$ cat src/rtl/gpiob_pkg.sv
package gpiob_pkg;
    localparam int WORD_W = 32;

    // register group selectors, decoded from address bits 7:4
    typedef enum logic [3:0] {
        GRP_DIR   = 4'h0,
        GRP_POL   = 4'h1,
        GRP_LVL   = 4'h2,
        GRP_SET   = 4'h3,
        GRP_CLR   = 4'h4,
        GRP_RISE  = 4'h5,
        GRP_FALL  = 4'h6,
        GRP_ISTAT = 4'h9,
        GRP_ELOG  = 4'hA
    } grp_e;

    typedef struct packed {
        logic dir;
        logic pol;
        logic set;
        logic clr;
        logic rise;
        logic fall;
        logic istat;
        logic elog;
    } wr_strb_t;

    typedef struct packed {
        logic [WORD_W-1:0] dir;
        logic [WORD_W-1:0] pol;
        logic [WORD_W-1:0] outv;
        logic [WORD_W-1:0] rise_en;
        logic [WORD_W-1:0] fall_en;
        logic [WORD_W-1:0] istat;
        logic [WORD_W-1:0] elog;
        logic [WORD_W-1:0] prev;
    } bank_state_t;
endpackage

$ cat src/rtl/gpiob_sync.sv
module gpiob_sync #(
    parameter int W = 32
) (
    input  logic         clk,
    input  logic         rst_n,
    input  logic [W-1:0] async_i,
    output logic [W-1:0] sync_o
);
    typedef struct packed {
        logic [W-1:0] s1;
        logic [W-1:0] s2;
    } sync_state_t;

    sync_state_t st_d, st_q;

    always_comb begin
        st_d    = st_q;
        st_d.s1 = async_i;
        st_d.s2 = st_q.s1;
    end

    always_ff @(posedge clk) begin
        if (!rst_n) st_q <= '0;
        else        st_q <= st_d;
    end

    assign sync_o = st_q.s2;
endmodule

$ cat src/rtl/gpiob_bank.sv
module gpiob_bank
    import gpiob_pkg::*;
(
    input  logic              clk,
    input  logic              rst_n,
    input  wr_strb_t          wr_i,
    input  logic [WORD_W-1:0] wdata_i,
    input  logic [WORD_W-1:0] sync_i,
    output logic [WORD_W-1:0] dir_o,
    output logic [WORD_W-1:0] pol_o,
    output logic [WORD_W-1:0] lvl_o,
    output logic [WORD_W-1:0] rise_o,
    output logic [WORD_W-1:0] fall_o,
    output logic [WORD_W-1:0] istat_o,
    output logic [WORD_W-1:0] elog_o,
    output logic [WORD_W-1:0] outv_o,
    output logic [WORD_W-1:0] pad_o,
    output logic              irq_o
);
    bank_state_t st_d, st_q;

    logic [WORD_W-1:0] adj_lvl;
    logic [WORD_W-1:0] rise_evt;
    logic [WORD_W-1:0] fall_evt;
    logic [WORD_W-1:0] flag_evt;
    logic [WORD_W-1:0] any_evt;
    logic [WORD_W-1:0] ist_clr;
    logic [WORD_W-1:0] elg_clr;

    always_comb begin
        // inversion applies on the input path only while the pin is an input
        adj_lvl  = sync_i ^ (st_q.pol & ~st_q.dir);
        rise_evt = adj_lvl & ~st_q.prev;
        fall_evt = ~adj_lvl & st_q.prev;
        flag_evt = (rise_evt & st_q.rise_en) | (fall_evt & st_q.fall_en);
        any_evt  = rise_evt | fall_evt;
        ist_clr  = wr_i.istat ? wdata_i : '0;
        elg_clr  = wr_i.elog  ? wdata_i : '0;

        st_d      = st_q;
        st_d.prev = adj_lvl;
        if (wr_i.dir)  st_d.dir     = wdata_i;
        if (wr_i.pol)  st_d.pol     = wdata_i;
        if (wr_i.rise) st_d.rise_en = wdata_i;
        if (wr_i.fall) st_d.fall_en = wdata_i;
        if (wr_i.set)  st_d.outv    = st_q.outv | wdata_i;
        if (wr_i.clr)  st_d.outv    = st_q.outv & ~wdata_i;
        // a fresh edge outranks a clearing write on the same bit
        st_d.istat = (st_q.istat & ~ist_clr) | flag_evt;
        st_d.elog  = (st_q.elog & ~elg_clr) | any_evt;
    end

    always_ff @(posedge clk) begin
        if (!rst_n) st_q <= '0;
        else        st_q <= st_d;
    end

    assign dir_o   = st_q.dir;
    assign pol_o   = st_q.pol;
    assign rise_o  = st_q.rise_en;
    assign fall_o  = st_q.fall_en;
    assign istat_o = st_q.istat;
    assign elog_o  = st_q.elog;
    assign outv_o  = st_q.outv;
    assign lvl_o   = (st_q.dir & st_q.outv) | (~st_q.dir & adj_lvl);
    assign pad_o   = st_q.outv ^ st_q.pol;
    assign irq_o   = |(st_q.istat & (st_q.rise_en | st_q.fall_en));
endmodule

$ cat src/rtl/pinbank_gpio.sv
module pinbank_gpio
    import gpiob_pkg::*;
#(
    parameter int NUM_BANKS = 2
) (
    input  logic                        clk,
    input  logic                        rst_n,
    input  logic                        bus_wr_i,
    input  logic                        bus_rd_i,
    input  logic [7:0]                  bus_addr_i,
    input  logic [31:0]                 bus_wdata_i,
    output logic [31:0]                 bus_rdata_o,
    input  logic [NUM_BANKS*WORD_W-1:0] pin_in_i,
    output logic [NUM_BANKS*WORD_W-1:0] pin_out_o,
    output logic [NUM_BANKS*WORD_W-1:0] pin_oe_o,
    output logic                        irq_o
);
    localparam int ALL_W  = NUM_BANKS * WORD_W;
    localparam int BANK_W = 2;

    if (NUM_BANKS < 1 || NUM_BANKS > (1 << BANK_W)) begin : g_bad_cfg
        $error("NUM_BANKS out of range");
    end

    logic [3:0]        grp;
    logic [BANK_W-1:0] bank_sel;
    logic              unused_addr;

    assign grp         = bus_addr_i[7:4];
    assign bank_sel    = bus_addr_i[3:2];
    assign unused_addr = ^bus_addr_i[1:0];

    logic [ALL_W-1:0] pin_sync;
    logic [ALL_W-1:0] dir_all, pol_all, lvl_all, rise_all, fall_all;
    logic [ALL_W-1:0] istat_all, elog_all, outv_all, en_all;
    logic [NUM_BANKS-1:0] irq_b;

    gpiob_sync #(.W(ALL_W)) u_sync (
        .clk     (clk),
        .rst_n   (rst_n),
        .async_i (pin_in_i),
        .sync_o  (pin_sync)
    );

    for (genvar b = 0; b < NUM_BANKS; b++) begin : g_bank
        logic     hit;
        wr_strb_t strb;

        assign hit        = bus_wr_i && (bank_sel == BANK_W'(b));
        assign strb.dir   = hit && (grp == GRP_DIR);
        assign strb.pol   = hit && (grp == GRP_POL);
        assign strb.set   = hit && (grp == GRP_SET);
        assign strb.clr   = hit && (grp == GRP_CLR);
        assign strb.rise  = hit && (grp == GRP_RISE);
        assign strb.fall  = hit && (grp == GRP_FALL);
        assign strb.istat = hit && (grp == GRP_ISTAT);
        assign strb.elog  = hit && (grp == GRP_ELOG);

        gpiob_bank u_bank (
            .clk     (clk),
            .rst_n   (rst_n),
            .wr_i    (strb),
            .wdata_i (bus_wdata_i),
            .sync_i  (pin_sync[b*WORD_W +: WORD_W]),
            .dir_o   (dir_all[b*WORD_W +: WORD_W]),
            .pol_o   (pol_all[b*WORD_W +: WORD_W]),
            .lvl_o   (lvl_all[b*WORD_W +: WORD_W]),
            .rise_o  (rise_all[b*WORD_W +: WORD_W]),
            .fall_o  (fall_all[b*WORD_W +: WORD_W]),
            .istat_o (istat_all[b*WORD_W +: WORD_W]),
            .elog_o  (elog_all[b*WORD_W +: WORD_W]),
            .outv_o  (outv_all[b*WORD_W +: WORD_W]),
            .pad_o   (pin_out_o[b*WORD_W +: WORD_W]),
            .irq_o   (irq_b[b])
        );
    end

    assign en_all   = rise_all | fall_all;
    assign pin_oe_o = dir_all;
    assign irq_o    = |irq_b;

    // read path: mux then register
    logic [31:0] rd_word;
    logic [31:0] rdata_d, rdata_q;

    always_comb begin
        rd_word = '0;
        for (int b = 0; b < NUM_BANKS; b++) begin
            if (bank_sel == BANK_W'(b)) begin
                case (grp)
                    GRP_DIR:   rd_word = dir_all[b*WORD_W +: WORD_W];
                    GRP_POL:   rd_word = pol_all[b*WORD_W +: WORD_W];
                    GRP_LVL:   rd_word = lvl_all[b*WORD_W +: WORD_W];
                    GRP_RISE:  rd_word = rise_all[b*WORD_W +: WORD_W];
                    GRP_FALL:  rd_word = fall_all[b*WORD_W +: WORD_W];
                    GRP_ISTAT: rd_word = istat_all[b*WORD_W +: WORD_W];
                    GRP_ELOG:  rd_word = elog_all[b*WORD_W +: WORD_W];
                    default:   rd_word = '0;
                endcase
            end
        end
        rdata_d = bus_rd_i ? rd_word : rdata_q;
    end

    always_ff @(posedge clk) begin
        if (!rst_n) rdata_q <= '0;
        else        rdata_q <= rdata_d;
    end

    assign bus_rdata_o = rdata_q;
endmodule

$ cat config.mk
export PLATFORM = sky130hd
export DESIGN_NAME = pinbank_gpio
export DESIGN_NICKNAME = d
export VERILOG_FILES = /design/src/rtl/gpiob_pkg.sv /design/src/rtl/gpiob_sync.sv /design/src/rtl/gpiob_bank.sv /design/src/rtl/pinbank_gpio.sv
export SDC_FILE = /design/constraint.sdc
export NUM_CORES = 2
export LEC_CHECK = 0
export BUFFER_PORTS_ARGS = -buffer_cell sky130_fd_sc_hd__buf_2
export CORE_MARGIN = 2
export CORE_UTILIZATION = 25
export DETAILED_ROUTE_END_ITERATION = 10
export PLACE_DENSITY = 0.42
export SYNTH_ARGS = -nofsm -noshare
export SYNTH_HDL_FRONTEND = slang
export SYNTH_HIERARCHICAL = 1
export SYNTH_SLANG_ARGS = --single-unit
$ cat constraint.sdc
create_clock -name clk -period 6.2 [get_ports clk]
set_input_delay 0.62 -clock clk [delete_from_list [all_inputs] [get_ports clk]]
set_output_delay 0.62 -clock clk [all_outputs]
set_load 0.005 [all_outputs]
==> metrics.md <==
| Metric | Value |
|---|---|
| Core Box Area | 141000 µm² |
| Status | completed |
| Cts bufs inserted | 83 |
| Max-cap violations | 0 |
| Final setup viols | 0 |
| Fin Clk Skew | 36.1 ps |
| Syn. warnings | 6 |
| Die W | 381 µm |
| Int Pwr | 7.70 mW |
| Largest net degree at the start of global routing | 190 |
| Number of DRC markers in iteration 0 | 2360 |
| Most common cell after layout, fill and taps aside | dfxtp_1 |
| Detailed placement HPWL | 93900 µm |
| Period Utilization, post-route | 61.0% |
| Worst Hold Depth | 2 |
| Cell area after synthesis | 35500 µm² |
| Switching share of power | 25.2% |
| Hold Path Class | primary input to flip-flop |
| Unrepaired setup endpoints after global routing | false |
| WP data required | 5580 ps |
| Reg power frac | 43.5% |
| Leakage | 13.9 nW |
| Worst-Skew Late Latency | 670 ps |
| Root Buffer | clkbuf_16 |
| Synthesized area per cell | 9.32 µm² |
| Setup TNS | 0 ps |
| Hold EP | u_sync/st_d[15]$_SDFF_PN0_ |
| Synthesized netlist cell count | 3810 |
| Critical setup path kind | flip-flop to output pin |
| Area grow syn2layout | 6.96% |
| Crit path DAT | 3170 ps |
| Final hold viol count | 0 |
| DP Cell Count | 5383 |
| CP Launch Type | flip-flop |
| GR Overflow Total | 0 |
| Hold_sp | pin_in_i[15] |
| CTS resizes | 0 |
| Final cell count without fillers | 5535 |
| Worst reg2reg path depth | 8 |
| Initial DRT Pass Iterations | 9 |
| Rel. slew slack | 17.6% |
| Per-cell routed wire length | 24.9 µm |
| Max clock buf depth | 3 |
| Worst-path maximum fanout | 4 |
| Clk slew on worst S/H paths | 60 ps |
| CTS tree | built |
| PwrDens | 271 nW/µm² |
| R2R Path Start | g_bank[0].u_bank/dir_o[13]$_SDFFE_PN0P_ |
| Clock Sinks | 672 |
| Highest Clock Rate | 0.264 GHz |
| Cts hold-fix bufs | 0 |
| Slew of the pin with the lowest slew margin | 1220 ps |
| Crit path time final | 3790 ps |
| FILL cells | 15.3k |
| IO Count | 269 |
| Syn nets | 4046 |
| Layout cells sized above 1 | 16.7% |
| Initial antenna violation count | 14 |
| Clock power frac | 49.4% |
| Vias in the first global route | 24.7k |
| # DRC | 0 |
| Die area | 145000 µm² |
| ANT nets after route | 0 |
| Peak supply drop | 168 µV |
| Die Y | 381 µm |
| Drt via density | 4.62 |
| Psw | 2.59 mW |
| Reg-to-reg endpoint | bus_rdata_o[13]$_SDFFE_PN0P_ |
| Nets | 3814 |
| Initial Utilization | 25.1% |
| Drt total wl | 138000 µm |
| Flop2flop setup slack | 3500 ps |
| Most frequent cells in the layout | 672 x dfxtp_1, 374 x nand2_1, 322 x nor2b_1 |
| Fin. max-slew vios | 0 |
| Global Route Usage Sum | 18.4% |
| Std-Cell Rows | 138 |
| Power share of the combinational group | 7.1% |
| Gp weighted congestion | 0.836 |
| Htree depth | 3 |
| CP endpoint kind | output pin |
| Post-CTS setup buffer count | 0 |
| DR vias | 25.6k |
| IO Port Bufs | 266 |
| Global-route wire length before repair | 192000 µm |
==> power groups by stage <==
stage | combinational, mW | clock (mW) | sequential, mW
finish | 0.726 | 5.08 | 4.47
global route | 0.775 | 5.39 | 4.48
CTS | 0.725 | 5.23 | 4.47
detailed placement | 0.723 | 0 | 4.57
global placement | 0.720 | 0 | 4.57
floorplan | 0.500 | 0 | 4.55
==> area by class of cell <==
type                    count  area (µm²)  share of cell area [%]
flip-flops and latches    672       13500                    35.4
multi-input cells        2358       17000                    44.7
diodes                      3        7.51                  0.0198
inverters                 133         499                    1.31
clock inverters            25         330                   0.870
well taps                1890        2360                    6.23
repair buffers            330        1890                    4.97
clock buffers             124        2470                    6.51
==> registers in the layout, indices dropped and copies added, names as in the netlist, named ones only <==
| name | count |
|---|---|
| g_bank.u_bank/fall_o | 64 |
| g_bank.u_bank/elog_o | 64 |
| bus_rdata_o | 32 |
| g_bank.u_bank/pol_o | 64 |
| g_bank.u_bank/rise_o | 64 |
| u_sync/sync_o | 64 |
| g_bank.u_bank/dir_o | 64 |
| g_bank.u_bank/istat_o | 64 |
| u_sync/st_d | 64 |
| g_bank.u_bank/st_q | 64 |
==> metal layers <==
metal  up-vias  track usage, %  routed length (µm)
li1      12000               -                   -
met1     12500            25.2               62700
met2       870            27.3               58500
met3       202            5.86               12200
met4        10            5.80                4670
met5         -               0                  62
==> worst max path at each step <==
| stage | startpoint | endpoint | slack, ps |
|---|---|---|---|
| floorplan | bus_addr_i[6] | g_bank[1].u_bank/istat_o[10]$_SDFF_PN0_ | 3760 |
| global placement | bus_addr_i[4] | g_bank[1].u_bank/rise_o[15]$_SDFFE_PN0P_ | 2110 |
| detailed placement | bus_addr_i[4] | g_bank[1].u_bank/rise_o[20]$_SDFFE_PN0P_ | 2100 |
| CTS | g_bank[0].u_bank/fall_o[9]$_SDFFE_PN0P_ | irq_o | 2380 |
| global route | g_bank[0].u_bank/fall_o[9]$_SDFFE_PN0P_ | irq_o | 2320 |
| finish | g_bank[0].u_bank/fall_o[9]$_SDFFE_PN0P_ | irq_o | 2410 |
==> worst max-delay path, stage by stage (launching register included) <==
cell     delay, ps
dfxtp_1        340
o21ai_0        680
nand4_1        380
nor4_1         310
nand2_1        240
or2_2          410
buf_2          150
==> metrics by stage <==
step           setup slack, ps  utilization (%)  total power, mW  cell area (µm²)  hold WS [ps]
6_report                  2410             26.9             10.3            38000           159
5_1_grt                   2320             26.9             10.6            38000           142
4_1_cts                   2380             26.9             10.4            38000           127
2_1_floorplan             3760                -             5.05            35500           412
3_5_place_dp              2100             24.9             5.29            35200           419
3_3_place_gp              2110             24.9             5.29            35200           422
Power figures use the tool's default switching activity.
